==> src/rtl/gpf_pkg.sv <==
`timescale 1ns/1ps
package gpf_pkg;
    typedef enum logic [0:0] {
        GEAR_ACQ = 1'b0,
        GEAR_TRK = 1'b1
    } gear_e;
endpackage

==> src/rtl/gpf_gain_shift.sv <==
`timescale 1ns/1ps
// Power-of-two gain: sign-extend the error, then shift it left.
module gpf_gain_shift #(
    parameter int EW  = 12,
    parameter int SHW = 3,
    parameter int OW  = EW + (1 << SHW) - 1
) (
    input  logic signed [EW-1:0]  err,
    input  logic        [SHW-1:0] sh,
    output logic signed [OW-1:0]  term
);
    logic signed [OW-1:0] ext;

    assign ext  = OW'(err);
    assign term = ext <<< sh;
endmodule

==> src/rtl/gpf_lock_detect.sv <==
`timescale 1ns/1ps
// Counts consecutive small-error updates.
module gpf_lock_detect #(
    parameter int EW = 12,
    parameter int NW = 8
) (
    input  logic                 clk,
    input  logic                 rst,
    input  logic                 upd_valid,
    input  logic signed [EW-1:0] err,
    input  logic        [EW-1:0] thresh,
    input  logic        [NW-1:0] need,
    output logic                 lock_now,
    output logic                 locked_q
);
    logic [EW:0] ext;
    logic [EW:0] mag;
    logic        in_win;
    logic [NW-1:0] cnt_q;
    logic [NW:0]   cnt_p1;
    logic          reach;

    assign ext    = {err[EW-1], err};
    assign mag    = ext[EW] ? (~ext + 1'b1) : ext;
    assign in_win = mag < {1'b0, thresh};
    assign cnt_p1 = {1'b0, cnt_q} + 1'b1;
    assign reach  = cnt_p1 >= {1'b0, need};
    assign lock_now = upd_valid && in_win && reach;

    always_ff @(posedge clk) begin
        if (rst) begin
            cnt_q    <= '0;
            locked_q <= 1'b0;
        end else if (upd_valid) begin
            if (in_win) begin
                cnt_q    <= (&cnt_q) ? cnt_q : cnt_p1[NW-1:0];
                locked_q <= locked_q | reach;
            end else begin
                cnt_q    <= '0;
                locked_q <= 1'b0;
            end
        end
    end
endmodule

==> src/rtl/gpf_integrator.sv <==
`timescale 1ns/1ps
// Saturating accumulator with an optional fold-in term on a gear shift.
module gpf_integrator #(
    parameter int AW = 24,
    parameter int PW = 19
) (
    input  logic                 clk,
    input  logic                 rst,
    input  logic                 upd_valid,
    input  logic signed [PW-1:0] inc,
    input  logic                 fold,
    input  logic signed [PW-1:0] fold_term,
    output logic signed [AW-1:0] acc_next,
    output logic signed [AW-1:0] acc_q
);
    localparam logic signed [AW-1:0] AMAX = {1'b0, {(AW-1){1'b1}}};
    localparam logic signed [AW-1:0] AMIN = {1'b1, {(AW-1){1'b0}}};

    function automatic logic signed [AW-1:0] sat_add(
        input logic signed [AW-1:0] a,
        input logic signed [PW-1:0] b
    );
        logic signed [AW:0] s;
        s = $signed({a[AW-1], a}) + $signed((AW+1)'(b));
        if (s[AW] != s[AW-1]) return s[AW] ? AMIN : AMAX;
        return s[AW-1:0];
    endfunction

    logic signed [AW-1:0] acc_fold;

    assign acc_next = sat_add(acc_q, inc);
    assign acc_fold = sat_add(acc_next, fold_term);

    always_ff @(posedge clk) begin
        if (rst)            acc_q <= '0;
        else if (upd_valid) acc_q <= fold ? acc_fold : acc_next;
    end
endmodule

==> src/rtl/gear_pi_filter.sv <==
`timescale 1ns/1ps
module gear_pi_filter
    import gpf_pkg::*;
#(
    parameter int EW  = 12,
    parameter int CW  = 16,
    parameter int AW  = 24,
    parameter int SHW = 3,
    parameter int NW  = 8,
    parameter int TW  = 16
) (
    input  logic                 clk,
    input  logic                 rst,
    input  logic                 upd_valid,
    input  logic signed [EW-1:0] phase_err,
    input  logic [SHW-1:0]       acq_kp_sh,
    input  logic [SHW-1:0]       acq_ki_sh,
    input  logic [SHW-1:0]       trk_kp_sh,
    input  logic [SHW-1:0]       trk_ki_sh,
    input  logic [CW-1:0]        center_word,
    input  logic [EW-1:0]        lock_thresh,
    input  logic [NW-1:0]        lock_need,
    input  logic [TW-1:0]        shift_timeout,
    output logic [CW-1:0]        tune_word,
    output logic                 locked,
    output logic                 tracking
);
    localparam int PW = EW + (1 << SHW) - 1;
    localparam int SW = AW + 2;
    localparam logic signed [SW-1:0] OUT_MAX = $signed({{(SW-CW){1'b0}}, {CW{1'b1}}});

    gear_e gear_q, gear_d;
    logic  shift_now;
    logic  lock_now;
    logic  tmr_hit;
    logic [TW-1:0] tmr_q;
    logic [TW:0]   tmr_p1;
    logic [SHW-1:0] kp_sel, ki_sel;
    logic signed [PW-1:0] p_term, i_term;
    logic signed [AW-1:0] acc_next, acc_q;
    logic signed [SW-1:0] total;
    logic [CW-1:0] tune_d, tune_q;

    // Coefficient set follows the gear.
    assign kp_sel = (gear_q == GEAR_TRK) ? trk_kp_sh : acq_kp_sh;
    assign ki_sel = (gear_q == GEAR_TRK) ? trk_ki_sh : acq_ki_sh;

    gpf_gain_shift #(.EW(EW), .SHW(SHW), .OW(PW)) u_pgain (
        .err (phase_err), .sh (kp_sel), .term (p_term)
    );
    gpf_gain_shift #(.EW(EW), .SHW(SHW), .OW(PW)) u_igain (
        .err (phase_err), .sh (ki_sel), .term (i_term)
    );

    gpf_lock_detect #(.EW(EW), .NW(NW)) u_lock (
        .clk       (clk),
        .rst       (rst),
        .upd_valid (upd_valid),
        .err       (phase_err),
        .thresh    (lock_thresh),
        .need      (lock_need),
        .lock_now  (lock_now),
        .locked_q  (locked)
    );

    gpf_integrator #(.AW(AW), .PW(PW)) u_integ (
        .clk       (clk),
        .rst       (rst),
        .upd_valid (upd_valid),
        .inc       (i_term),
        .fold      (shift_now),
        .fold_term (p_term),
        .acc_next  (acc_next),
        .acc_q     (acc_q)
    );

    // Acquisition timer
    assign tmr_p1  = {1'b0, tmr_q} + 1'b1;
    assign tmr_hit = (shift_timeout != '0) && (tmr_p1 >= {1'b0, shift_timeout});

    always_ff @(posedge clk) begin
        if (rst)
            tmr_q <= '0;
        else if (upd_valid && gear_q == GEAR_ACQ)
            tmr_q <= (&tmr_q) ? tmr_q : tmr_p1[TW-1:0];
    end

    // Next-state logic: LOCK_SHIFT, TIMEOUT_SHIFT, TRACK_HOLD
    always_comb begin
        gear_d = gear_q;
        unique case (gear_q)
            GEAR_ACQ: if (upd_valid && (lock_now || tmr_hit)) gear_d = GEAR_TRK;
            GEAR_TRK: gear_d = GEAR_TRK;
        endcase
    end

    assign shift_now = (gear_q == GEAR_ACQ) && (gear_d == GEAR_TRK);

    // State register
    always_ff @(posedge clk) begin
        if (rst) gear_q <= GEAR_ACQ;
        else     gear_q <= gear_d;
    end

    // Output word: centre + P + I, clamped
    always_comb begin
        total = $signed({{(SW-CW){1'b0}}, center_word}) + SW'(p_term) + SW'(acc_next);
        if (total < 0)            tune_d = '0;
        else if (total > OUT_MAX) tune_d = '1;
        else                      tune_d = total[CW-1:0];
    end

    always_ff @(posedge clk) begin
        if (rst)            tune_q <= center_word;
        else if (upd_valid) tune_q <= tune_d;
    end

    assign tune_word = tune_q;
    assign tracking  = (gear_q == GEAR_TRK);
endmodule

==> config.mk <==
export PLATFORM = sky130hd
export DESIGN_NAME = gear_pi_filter
export DESIGN_NICKNAME = d
export VERILOG_FILES = /design/src/rtl/gpf_pkg.sv /design/src/rtl/gpf_gain_shift.sv /design/src/rtl/gpf_lock_detect.sv /design/src/rtl/gpf_integrator.sv /design/src/rtl/gear_pi_filter.sv
export SDC_FILE = /design/constraint.sdc
export NUM_CORES = 1
export LEC_CHECK = 0
export BUFFER_PORTS_ARGS = -buffer_cell sky130_fd_sc_hd__buf_2
export CAP_MARGIN = 20
export CORE_ASPECT_RATIO = 0.75
export CORE_MARGIN = 4
export CORE_UTILIZATION = 57
export DETAILED_ROUTE_END_ITERATION = 8
export PLACE_DENSITY = 0.87
export SLEW_MARGIN = 0
export SYNTH_ARGS = -nofsm -noshare
export SYNTH_HDL_FRONTEND = slang
export SYNTH_SLANG_ARGS = --single-unit
==> constraint.sdc <==
create_clock -name clk -period 14.2 [get_ports clk]
set_input_delay 0 -clock clk [delete_from_list [all_inputs] [get_ports clk]]
set_output_delay 0 -clock clk [all_outputs]
set_load 0.01 [all_outputs]
## Yosys cells after proc, flatten, opt, wreduce, memory -nomap -nowiden

Index checks and enable logic that the tools add are counted.

- Output and inout port bits: 18
- Word-level logic and storage cells: 61
- Input bits: 79
- Register bits: 66

- Eq/ne operators: 3
- Order comparisons: 5
- Reductions and logical operators: 13
- $add $sub $neg: 7
- Bitwise operators: 4
- Shifts and indexed selects: 2
- Mux-type cells: 21

Operators by type and width:

| kind | number |
|---|---|
| $mux 24 | 7 |
| $mux 16 | 4 |
| $add 24x19->25 | 2 |
| $sshl 12x3->19 | 2 |
| $add 20x24->25 | 1 |
| $gt 25x17->1 const B | 1 |
| $lt 25x1->1 const B | 1 |
| $add 17x19->20 | 1 |
| $add 16x1->17 const B | 1 |
| $ge 17x16->1 | 1 |
| $mux 8 | 2 |
| $reduce_and 16->1 | 1 |
| $reduce_bool 16->1 | 1 |
| $add 13x1->13 const B | 1 |
| $lt 13x12->1 | 1 |
| $mux 13 | 1 |
| $not 13->13 | 1 |
| $add 8x1->9 const B | 1 |
| $ge 9x8->1 | 1 |
| $reduce_and 8->1 | 1 |
| $logic_and 1x1->1 | 6 |
| $mux 3 | 2 |
| $mux 1 | 4 |
| $reduce_and 2->1 | 2 |
| 7 further kinds | 9 |

## Logic depth before layout (Yosys ltp)

Gate-level depths: netlist (run 1).

- Depth in word-level cells: 12
- Gate-level depth with buffers: 33
- Gate-level depth less buffers: 30

## By module

From an unflattened synthesis (run 1), not the netlist that was laid out.

- Cell total of the unflattened synthesis: 1,278
- Area, all modules: 10,282.4 µm²

Modules (own cells, without submodules):

| module | times used | cells an instance | area each (µm²) | seq. area each (µm²) |
|---|---|---|---|---|
| gear_pi_filter | 1 | 467 | 3,985.1 | 820.8 |
| gpf_integrator | 1 | 497 | 3,809.9 | 480.5 |
| gpf_lock_detect | 1 | 172 | 1,313.8 | 180.2 |
| gpf_gain_shift | 2 | 71 | 586.8 | 0.0 |

## Worst setup path before layout (run 1)

OpenSTA, ideal clock, no wires.

- Path kind: register -> register
- Start point: register gear_q (netlist: tracking)
- End point: register tune_q[10] (netlist: tune_word[10]), data pin
- Required time: 13.925 ns
- Arrival: 7.106 ns
- Buffers on the path: 3
- Period minus slack after synthesis: 7.380 ns
- Cell stages (with the launch flop): 30
- Path slack: 6.820 ns
- Setup time: 0.275 ns
- Path through: dfxtp_1 > clkbuf_1 > mux2i_1 > clkbuf_1 > mux2i_1 > nand2_1 > o21ai_0 > ha_1 > nand3_1 > or4_1 > nor2_2 > o31ai_4 > o21ai_2 > mux2_2 > a21oi_1 > inv_1 > fa_1 > ha_1 > inv_1 > fa_1 > nor2b_1 > o21a_1 > o21a_1 > o211ai_1 > a21bo_2 > o21ai_0 > xor2_1 > nor4_4 > buf_2 > a32oi_1

- Cells in the longest elaborated chain, start to end: 12
- Elaborated cells on any way between the ends: 18
- Classes of those cells: add/sub: 3; order compare: 2; eq/ne: 1; shift: 2; mux: 10

RTL lines:

| what | RTL line | source |
|---|---|---|
| from (decl) | gear_pi_filter.sv:32 | `gear_e gear_q, gear_d;` |
| from (signal assigned) | gear_pi_filter.sv:102 | `else gear_q <= gear_d;` |
| $mux 3 | gear_pi_filter.sv:46 | `assign ki_sel = (gear_q == GEAR_TRK) ? trk_ki_sh : acq_ki_sh;` |
| $sshl 12x3->19 | gpf_gain_shift.sv:15 | `assign term = ext <<< sh;` |
| $add 24x19->25 | gpf_integrator.sv:24 | `s = $signed({a[AW-1], a}) + $signed((AW+1)'(b));` |
| $mux 24 / $ne 1x1->1 (equally long branches) | gpf_integrator.sv:25 | `if (s[AW] != s[AW-1]) return s[AW] ? AMIN : AMAX;` |
| $mux 24 / $mux 1 (equally long branches) | gpf_integrator.sv:25 |  |
| $mux 24 | gpf_integrator.sv:26 | `return s[AW-1:0];` |
| $add 20x24->25 * | gear_pi_filter.sv:107 | `total = $signed({{(SW-CW){1'b0}}, center_word}) + SW'(p_term) + SW'(acc_next);` |
| $gt 25x17->1 | gear_pi_filter.sv:109 | `else if (total > OUT_MAX) tune_d = '1;` |
| $mux 16 | gear_pi_filter.sv:109 |  |
| $mux 16 * | gear_pi_filter.sv:108 | `if (total < 0) tune_d = '0;` |
| $mux 16 * | gear_pi_filter.sv:115 | `else if (upd_valid) tune_q <= tune_d;` |
| $mux 16 * | gear_pi_filter.sv:114 | `if (rst) tune_q <= center_word;` |
| to (signal assigned) | gear_pi_filter.sv:114 |  |
| to (signal assigned) | gear_pi_filter.sv:115 |  |
| to (decl) | gear_pi_filter.sv:42 | `logic [CW-1:0] tune_d, tune_q;` |

Every way passes the cells marked *; elsewhere a longest branch is shown, timed or not. The select of a mux whose other input is x is not followed.
A chain may end at the register's enable or synchronous reset.

## Worst setup path after layout (run 1)

- Start point: register gear_q (netlist: tracking)
- End point: register tune_q[9] (netlist: tune_word[9]), data pin

Same word-level chain as after synthesis.

==> results.md, run 1 <==
- First-pass GRT wire length: around 46000 µm
- Die Area: about 0.02 mm²
- First-pass DRT Iterations: 5
- Comb power frac: 0.757
- Crit path time final: 8.78 ns
- CTS tree: yes
- Core ar.: ~0.017 mm²
- Leakage: ~5.0 nW
- CTS H-tree lvls: 3
- Status: complete, no violations
- VDD IR max: 0.000146 V
- Dpl hpwl: roughly 23000 µm
- CTS Buffer Depth: 2
- Int Power: 0.952 mW
- Final ANT Viol Nets: 0
- Post-Syn Nets: 1483
- Initial Util: 0.583
- PostCTS Resize Cnt: 0
- DR WL/cell: 18.4 µm
- # diodes: 0
- CP Class: flop to flop
- Post-synth EDFFs: 16
- Sequential cell area: between 0.001 and 0.0015 mm²
- Fmax: about 110 MHz
- Distinct cells, synth: 89
- Post-synth ARST share: 0
- FILL cells: 1475
- Final Max Tran Viols: 0
- I/O pin count: between 90 and 100
- Multiplexer share of the synthesized area: 0.0546
- Residual DRC: 0
- Largest family of logic cells by synthesized area: compound AO/OA/AOI/OAI gates
- Seq/Total Area, Yosys: 0.150
- Area of the multi-input gates: between 0.007 and 0.008 mm²
- Clock transition at path regs: approximately 0.060 ns
- Xor and xnor area share after synthesis: 0.0798
- CP Launch Type: flop
- WP data required: 14.24 ns
- Gr usage total: 0.285
- Clock Skews: 0.00887 ns
- Die X: 160 µm
- HP Class: input port to flop
- Post-Syn Area per Cell: ~7.8 µm²
- Num rows: between 40 and 50
- Max-Cap Viols: 0
- I/O Buffers: 96
- CTS root buf: clkbuf_16
- TNS Setup: 0 ns
- Mapped cell area: a little under 0.01 mm²
- Least-Margin Pin Slew: approximately 1.1 ns
- Relative slew slack: 0.244
- Post-synthesis simple-gate area fraction: 0.188
- CTS Buf Count: 9
- Chip height: 122 µm
- Drt first-iter violations: just under 900
- Area growth syn-to-layout: 8.80%
- GPL Wtd Cong: 0.962
- Clk_lat worst skew: about 0.35 ns
- Fraction of layout cells with a size suffix above 1: 0.131
- Detailed Route WL: between 20000 and 30000 µm
- Sequential Power Share: 0.123
- Syn Inst Count: 1269
- Number of synthesis warnings: 0
- Sw Ratio: 0.515
- Final #Nets: around 1500
- Switching power: between 1 and 1.5 mW
- GRT overflow: 0
- Worst EP arrival: roughly 9 ns
- CP Capture Type: flop
- Via/cell ratio: between 6 and 7
- Adder-Cell Fraction of Synth Area: 0.191
- Final count of hold timing violations: 0
- Pwr dens: between 150 and 200 mW/mm²
- Clk pwr share: 0.119
- Setup Fix Bufs, Post-CTS: 0
- Largest net degree at the start of global routing: 77
- Clock sink count: between 60 and 70
- Total number of vias: roughly 9700
- Final setup vio count: 0
- Tcrit/Tclk final: 0.618
- Synthesis-stage register bit count: 66
- Initial antenna violation count: 0
- Synth Flop Type: dfxtp_1
- RSZ-0062 raised after global routing: no
- Post-layout util: 0.635
- Max FO, Critical Path: 20
- Vias in the first global route: between 8000 and 9000
- Hold Buf Count CTS: 0
- Synth Area in Compound Gates: 0.281
## critical path, stage by stage (launching register included)
cell,delay [ns]
dfxtp_1,0.75
mux2i_2,1.00
mux2i_1,0.23
mux2i_1,0.32
nand2_1,0.10
nand2_1,0.11
ha_1,0.30
a21oi_1,0.14
o21ai_0,0.17
a311oi_1,0.31
a21oi_2,0.16
a211o_1,0.47
a21oi_1,0.23
nor2_1,0.06
a31oi_1,0.64
fa_1,0.60
inv_1,0.08
ha_1,0.16
a21o_1,0.09
a21oi_1,0.08
o21ai_0,0.48
a21oi_2,0.17
o31ai_1,0.37
mux2i_1,0.23
o2111ai_1,0.21
nor4_4,0.81
a32oi_1,0.21
## flip-flops by register name, indices dropped and copies added (netlist names)
name             count
u_integ.acc_q       24
tmr_q               16
tune_word           16
u_lock.cnt_q         8
tracking             1
u_lock.locked_q      1
## kinds of logic (layout without fill, tap and decap cells)
| logic type | count (synthesis) | count (layout) |
|---|---|---|
| adder cells (fa/ha/maj) | 135 | 135 |
| AND/OR/NAND/NOR | 389 | 389 |
| flip-flops | 66 | 66 |
| AO/OA/AOI/OAI | 403 | 403 |
| buffers and inverters | 134 | 198 |
| XOR/XNOR | 90 | 90 |
| multiplexers | 52 | 52 |
## path summary, 6_finish.rpt
kind	start	end	slack [ns]	cells past startpoint
max	tracking$_SDFF_PP0_	tune_word[9]$_DFFE_PP_	5.42	26
min	center_word[13]	tune_word[13]$_DFFE_PP_	0.04	3
max reg2reg	tracking$_SDFF_PP0_	tune_word[9]$_DFFE_PP_	5.42	26
min reg2reg	u_integ.acc_q[21]$_SDFFE_PP0P_	u_integ.acc_q[21]$_SDFFE_PP0P_	0.46	2
## power by group through the flow
stage / clock [mW] / combinational [mW] / sequential, mW
6_report: 0.234 / 1.49 / 0.242
5_1_grt: 0.243 / 1.62 / 0.244
4_1_cts: 0.235 / 1.45 / 0.242
2_1_floorplan: 0 / 1.13 / 0.249
3_5_place_dp: 0 / 1.43 / 0.246
3_3_place_gp: 0 / 1.40 / 0.245
## cell type report
| cell class | count | share of cell area |
|---|---|---|
| Clock inverter | 7 | 0.00711 |
| Sequential cell | 66 | 0.138 |
| Inverter | 79 | 0.0276 |
| Timing Repair Buffer | 103 | 0.0500 |
| Multi-Input combinational cell | 1069 | 0.731 |
| Tap cell | 215 | 0.0250 |
| Clock buffer | 9 | 0.0210 |
## Yosys cell counts, drive strengths merged, types with 5 or more instances
cell | number | area share
o22ai | 5 | 0.0032
nor2b | 10 | 0.0063
nand3 | 23 | 0.012
nor2 | 87 | 0.033
mux2 | 5 | 0.0057
xor2 | 41 | 0.036
or3 | 12 | 0.0076
nand2b | 14 | 0.0089
nor4 | 8 | 0.0079
a211oi | 13 | 0.013
nand4 | 12 | 0.0076
and2 | 11 | 0.0070
a21o | 38 | 0.029
nor3b | 5 | 0.0038
a2111oi | 10 | 0.013
mux2i | 47 | 0.049
and3 | 13 | 0.0084
ha | 109 | 0.14
a22oi | 6 | 0.0046
edfxtp | 16 | 0.049
a31oi | 17 | 0.011
dfxtp | 50 | 0.10
fa | 26 | 0.053
a211o | 6 | 0.0053
o21bai | 9 | 0.0068
o21a | 17 | 0.013
a21oi | 122 | 0.063
inv | 79 | 0.030
a32oi | 15 | 0.013
o21ai | 83 | 0.044
o211a | 5 | 0.0051
nand2 | 156 | 0.060
nand3b | 7 | 0.0053
o31ai | 11 | 0.011
xnor2 | 49 | 0.043
o211ai | 14 | 0.013
nor3 | 19 | 0.010
buf | 12 | 0.0093
clkbuf | 43 | 0.016
## layer usage
metal,share of wire,vias up,GRT usage
met5,0,-,0
met4,0.014,0,0.0521
met3,0.10,35,0.0788
met2,0.42,433,0.431
met1,0.47,4513,0.410
li1,-,4733,-
## placed cells by master (no fill, tap or decap), types with 6 or more instances in the layout
| cell type | netlist | routed |
|---|---|---|
| inv_1 | 79 | 79 |
| a211o_1 | 6 | 6 |
| buf_2 | 4 | 96 |
| a21oi_1 | 119 | 119 |
| o21ai_0 | 75 | 75 |
| clkbuf_16 | 0 | 9 |
| nand3b_1 | 7 | 7 |
| a22oi_1 | 6 | 6 |
| a2111oi_2 | 7 | 7 |
| xnor2_1 | 49 | 49 |
| a21o_1 | 38 | 38 |
| nand4_1 | 12 | 12 |
| o31ai_1 | 9 | 9 |
| and3_1 | 12 | 12 |
| edfxtp_1 | 16 | 16 |
| xor2_1 | 41 | 41 |
| fa_1 | 26 | 26 |
| o211ai_1 | 9 | 9 |
| ha_1 | 109 | 109 |
| nor3_1 | 18 | 18 |
| nor2_1 | 86 | 86 |
| mux2i_1 | 46 | 42 |
| nand2b_1 | 14 | 14 |
| a31oi_1 | 16 | 16 |
| nor2b_1 | 10 | 10 |
| dfxtp_1 | 50 | 50 |
| nand2_1 | 154 | 154 |
| a211oi_1 | 9 | 9 |
| o21a_1 | 17 | 17 |
| and2_1 | 10 | 10 |
| or3_1 | 12 | 12 |
| a32oi_1 | 15 | 15 |
| buf_4 | 4 | 6 |
| o21bai_1 | 9 | 9 |
| nand3_1 | 22 | 22 |
## stage by stage
stage               hold WS [ns]  area (µm²)  total power, mW  std cells  worst slack, ns
floorplan                  0.217        9870             1.38       1269             6.82
global placement           0.387       10400             1.64       1530             5.88
detailed placement         0.393       10400             1.67       1530             5.62
CTS                       0.0377       10700             1.92       1546             5.59
global route              0.0543       10700             2.11       1548             4.79
finish                    0.0445       10700             1.96       1548             5.42
(Power assumes the default switching activity.)
==> inputs of run 2 (changes only) <==
--- a/config.mk
+++ b/config.mk
@@ -9,9 +9,9 @@
 export CAP_MARGIN = 20
 export CORE_ASPECT_RATIO = 0.75
 export CORE_MARGIN = 4
-export CORE_UTILIZATION = 57
+export CORE_UTILIZATION = 56
 export DETAILED_ROUTE_END_ITERATION = 8
-export PLACE_DENSITY = 0.87
+export PLACE_DENSITY = 0.89
 export SLEW_MARGIN = 0
 export SYNTH_ARGS = -nofsm -noshare
 export SYNTH_HDL_FRONTEND = slang
==> constraint.sdc (replaced) <==
create_clock -name clk -period 7.41 [get_ports clk]
set_input_delay 0 -clock clk [delete_from_list [all_inputs] [get_ports clk]]
set_output_delay 0 -clock clk [all_outputs]
set_load 0.01 [all_outputs]
==> run 2 against run 1 <==
Count of clock-buffer cells in the layout grew 4. Sequential power grew 92%. Power grew 99%. Routed wire length grew 4.9%. Largest power group unchanged. Final area grew 2.9%. Non-clock buffer count grew 23. Global-route usage grew 0.68 points. Clock power grew 100%.
==> results.md, run 2 (synthesized netlist as in run 1, its figures left out) <==
- Status: complete, no violations
- Reg2Reg Depth: 29
- Max FO, Critical Path: 10
- Drt first-iter violations: about 1100
- Residual DRC: 0
- Vias in the first global route: between 9000 and 10000
- Worst r2r src: tracking$_SDFF_PP0_
- Post-Place Setup Slack: between 0.015 and 0.02 ns
- Final Max Tran Viols: 0
- CTS root buf: clkbuf_16
- Max FFs per register: 24
- Hold Buf Count CTS: 0
- First-pass DRT Iterations: 5
- Pwr dens: 353 mW/mm²
- Top delay family on crit path: compound AO/OA/AOI/OAI gates
- Gr usage total: 0.292
- WP data required: about 7.5 ns
- R2r setup slk: roughly 0.12 ns
- Final count of hold timing violations: 0
- Max-Cap Viols: 0
- TNS Setup: 0 ns
- VDD IR max: 0.000189 V
- # diodes: 0
- GPL Wtd Cong: between 0.9 and 1
- CP Class: flop to flop
- Detailed Route WL: 29800 µm
- Relative slew slack: 0.352
- Leakage: ~5 nW
- Core ar.: between 0.015 and 0.02 mm²
- Clock transition at path regs: 0.06 ns
- Worst EP arrival: approximately 7.4 ns
- GRT overflow: 0
- Total power draw: 3.91 mW
- CP Launch Type: flop
- CTS H-tree lvls: 3
- Initial Util: 0.578
- Initial antenna violation count: 0
- CTS Buffer Depth: 2
- Least-Margin Pin Slew: just under 1 ns
- CTS Buf Count: 9
- CP bufs+invs: 4
- Chip height: roughly 120 µm
- Commonest non-fill, non-tap cell in the layout: nand2_1
- Final #Nets: ~1600
- Area growth syn-to-layout: 12.0%
- Via/cell ratio: between 6 and 7
- I/O Buffers: 96
- Fraction of layout cells with a size suffix above 1: 0.155
- Fmax: roughly 140 MHz
- Hold_sp: center_word[1]
- CP Capture Type: flop
- Slowest cell delay on critical path: between 0.5 and 0.6 ns
- Crit path top cell by count: mux2i_1
- HP Class: input port to flop
- Largest Register: u_integ.acc_q
- Clk_lat worst skew: roughly 0.35 ns
- Num rows: about 40
- Final ANT Viol Nets: 0
- First-pass GRT wire length: between 40000 and 50000 µm
- Total number of vias: roughly 10000
- Final setup margin: 0.121 ns
- Die X: 161 µm
- Commonest non-fill, non-tap cells in the layout: nand2_1, a21oi_1, ha_1
- Clock sink count: 66
- DR WL/cell: 18.7 µm
- R2R Path End: tune_word[7]$_DFFE_PP_
- WHS Endpoint: tune_word[1]$_DFFE_PP_
- Critical path's slowest cell: or4_1
- Area after DPL: between 0.01 and 0.015 mm²
- Design area: 0.0111 mm²
- Dpl hpwl: roughly 23000 µm
- Tcrit/Tclk final: 0.984
- I/O pin count: 97
- Largest net degree at the start of global routing: just under 80
- Die Area: a little under 0.02 mm²
- CTS tree: yes
- Crit path time final: between 7 and 8 ns
- Clock Skews: 0.00915 ns
- Final setup vio count: 0
- Hold Crit Depth: 3
==> run 2: cell types whose count changed in the layout (fill, tap and decap cells not counted), sizes merged <==
cell    previous run  this run
buf              103       126
clkinv             2         0
inv               81        79
clkbuf             9        13
==> run 2: cell type report <==
class                   instances  area, µm²
clock buffers                  13        272
clock inverters                 3       45.0
fillers                      1434       6020
inverters                      79        297
multi-input cells            1069       7930
flip-flops and latches         66       1490
well taps                     236        295
repair buffers                126        734
==> run 2: through the flow <==
step           cells   util  hold slack (ns)
2_1_floorplan   1269      -            0.217
3_3_place_gp    1567  0.619            0.404
3_5_place_dp    1567  0.619            0.415
4_1_cts         1583  0.638           0.0515
5_1_grt         1592  0.647           0.0694
6_report        1592  0.647           0.0578
==> run 2: worst max path at each step <==
stage / start / end / depth (start not counted)
2_1_floorplan: tracking$_SDFF_PP0_ / tune_word[10]$_DFFE_PP_ / 29
3_3_place_gp: tracking$_SDFF_PP0_ / tune_word[1]$_DFFE_PP_ / 29
3_5_place_dp: tracking$_SDFF_PP0_ / tune_word[7]$_DFFE_PP_ / 29
4_1_cts: tracking$_SDFF_PP0_ / tune_word[7]$_DFFE_PP_ / 29
5_1_grt: tracking$_SDFF_PP0_ / tune_word[12]$_DFFE_PP_ / 29
6_report: tracking$_SDFF_PP0_ / tune_word[7]$_DFFE_PP_ / 29
==> run 2: report_power, final <==
part	switching [mW]	leakage, nW	internal (mW)
logic	1.79	4.41	1.18
registers	0.0304	0.578	0.434
clock network	0.177	0.147	0.291
total	2.00	5.14	1.91
==> run 2: what timing repair did <==
action	CTS	global route
resized for setup	3	25
setup endpoints to repair	13	34
hold endpoints to repair	0	0
cloned	0	2
buffers inserted	0	5
pin swaps	0	3
==> run 2: routing by layer <==
layer | share of wire | GRT usage
met1 | 0.43 | 0.400
met2 | 0.42 | 0.453
met3 | 0.12 | 0.0680
met4 | 0.030 | 0.102
met5 | 0 | 0
==> run 2: tightest hold or removal path, stage by stage <==
cell	delay, ns
buf_2	0.13
nand2_1	0.06
a32oi_1	0.04
==> inputs of run 3 (changes only) <==
--- a/config.mk
+++ b/config.mk
@@ -8,7 +8,6 @@
 export BUFFER_PORTS_ARGS = -buffer_cell sky130_fd_sc_hd__buf_2
 export CAP_MARGIN = 20
 export CORE_ASPECT_RATIO = 0.75
-export CORE_MARGIN = 4
 export CORE_UTILIZATION = 56
 export DETAILED_ROUTE_END_ITERATION = 8
 export PLACE_DENSITY = 0.89
==> run 3 against run 2 <==
Register-to-register slack better by 0.31 ns. Sequential cell count stayed put. Routed wire length is 5.8% lower. Largest power group unchanged. First-iteration DRC count is 17% lower. Clock skew is 0.0041 ns lower. Final area is 0.59% lower. Worst hold slack worse by 0.015 ns. Global-route usage is 2.1 points higher. Cell count is 0.63% lower. Non-clock buffer count is 11 lower.
==> results.md, run 3 (synthesized netlist as in run 1, its figures left out) <==
- Status: complete, no violations
- CTS Buf Count: 9
- WP depth: 29
- Fmax: 143 MHz
- Top Layer Used: met4
- Final count of hold timing violations: 0
- CTS H-tree lvls: 3
- Leakage: just over 5 nW
- CTS root buf: clkbuf_16
- Final setup vio count: 0
- Total power draw: just under 4 mW
- Clock transition at path regs: 0.06 ns
- Metal3 WL: 3320 µm
- Chip height: between 100 and 150 µm
- Sw Ratio: 0.505
- CP Capture Type: flop
- RSZ-0062 raised after global routing: no
- Max-Cap Viols: 0
- Commonest non-fill, non-tap cell in the layout: nand2_1
- Die Area: roughly 0.018 mm²
- # diodes: 0
- VDD IR max: ~0.00032 V
- Max FO, Critical Path: 20
- Hold Buf Count CTS: 0
- Clk pwr share: 0.127
- DR WL/cell: around 18 µm
- GPL Wtd Cong: between 0.9 and 1
- Int Power: 1.95 mW
- Crit path time final: about 7 ns
- Pwr dens: approximately 360 mW/mm²
- Max FFs per register: 24
- Slowest cell delay on critical path: between 0.5 and 0.6 ns
- Num rows: slightly above 40
- Worst EP arrival: about 7 ns
- WP data required: about 7.5 ns
- Final Max Tran Viols: 0
- I/O Buffers: 96
- Clock Skews: 0.00509 ns
- Detailed Route WL: between 20000 and 30000 µm
- Drt first-iter violations: slightly above 900
- Largest Register: u_integ.acc_q
- GRT overflow: 0
- Least-Margin Pin Slew: around 1.1 ns
- Critical path's slowest cell: or4_1
- Die X: around 160 µm
- Largest net degree at the start of global routing: 77
- Final #Nets: roughly 1600
- Gr usage total: 0.313
- Final ANT Viol Nets: 0
- CTS tree: yes
- Residual DRC: 0
- HP Class: input port to flop
- First-pass GRT wire length: roughly 45000 µm
- CP Launch Type: flop
- Switching power: 2.00 mW
- Commonest non-fill, non-tap cells in the layout: nand2_1, a21oi_1, ha_1
- CP Class: flop to flop
- Dpl hpwl: around 22000 µm
- Total number of vias: about 9900
- Comb power frac: 0.753
- Initial antenna violation count: 0
- Tcrit/Tclk final: 0.942
- Fraction of layout cells with a size suffix above 1: 0.146
- I/O pin count: slightly below 100
- Area growth syn-to-layout: 11.3%
- Wl on met1: around 13000 µm
- Initial Util: 0.580
- Sequential Power Share: 0.120
- Via/cell ratio: between 6 and 7
- Top delay family on crit path: compound AO/OA/AOI/OAI gates
- TNS Setup: 0 ns
- Clk_lat worst skew: between 0.3 and 0.4 ns
- CP bufs+invs: 4
- CTS Buffer Depth: 2
- Core ar.: roughly 0.017 mm²
- Hold Crit Depth: 3
- Reg2Reg Depth: 29
- Vias in the first global route: between 9000 and 10000
- First-pass DRT Iterations: 5
- Relative slew slack: 0.266
- WL met2: around 12000 µm
- Clock sink count: 66
## run 3: worst paths after layout
kind,end,start,slack [ns]
hold reg to reg,tmr_q[1]$_SDFFE_PP0P_,tmr_q[1]$_SDFFE_PP0P_,0.48
hold / removal,tune_word[13]$_DFFE_PP_,center_word[13],0.04
setup / recovery,tune_word[4]$_DFFE_PP_,tracking$_SDFF_PP0_,0.43
setup reg to reg,tune_word[4]$_DFFE_PP_,tracking$_SDFF_PP0_,0.43
## run 3: worst reg2reg max path, delay by kind of cell (launching register included)
kind            cells  cell delay (ns)
compound gates     10             1.70
xor+xnor            1             0.12
fa+ha+maj           4             1.46
buf+inv             4             0.62
flops               1             0.38
mux                 4             1.01
simple gates        6             1.42
## run 3: layout make-up
| class | instances | area (µm²) |
|---|---|---|
| Fill cell | 1417 | 6040 |
| Tap cell | 236 | 295 |
| Clock inverter | 6 | 114 |
| Inverter | 79 | 297 |
| Multi-Input combinational cell | 1070 | 7940 |
| Clock buffer | 10 | 229 |
| Sequential cell | 66 | 1480 |
| Timing Repair Buffer | 115 | 638 |
## run 3: power groups by stage
stage | Combinational, mW | Clock (mW) | Sequential (mW)
floorplan | 2.16 | 0 | 0.478
CTS | 2.83 | 0.504 | 0.470
finish | 2.97 | 0.502 | 0.473
detailed placement | 2.77 | 0 | 0.474
global route | 3.23 | 0.516 | 0.476
global placement | 2.73 | 0 | 0.476
## run 3: per-stage QoR
step	worst slack (ns)	hold slack (ns)	cell area, µm²	instances	utilization
detailed placement	0.0357	0.403	10500	1563	0.619
CTS	0.0534	0.0362	10900	1579	0.639
global route	0.00117	0.0725	11000	1582	0.645
finish	0.427	0.0429	11000	1582	0.645
floorplan	0.0298	0.217	9870	1269	-
global placement	0.214	0.381	10500	1563	0.619
## run 3: timing repair
action	4_1_cts	5_1_grt
cloned	0	1
pin swaps	0	2
buffers inserted	0	1
gates resized for setup	1	22
endpoints found under the setup margin	2	33
## run 3: routing by layer
layer	vias to the layer above	global-route usage
met4	0	0.0876
met3	42	0.0608
met2	527	0.474
li1	4758	-
met5	-	0
met1	4594	0.451
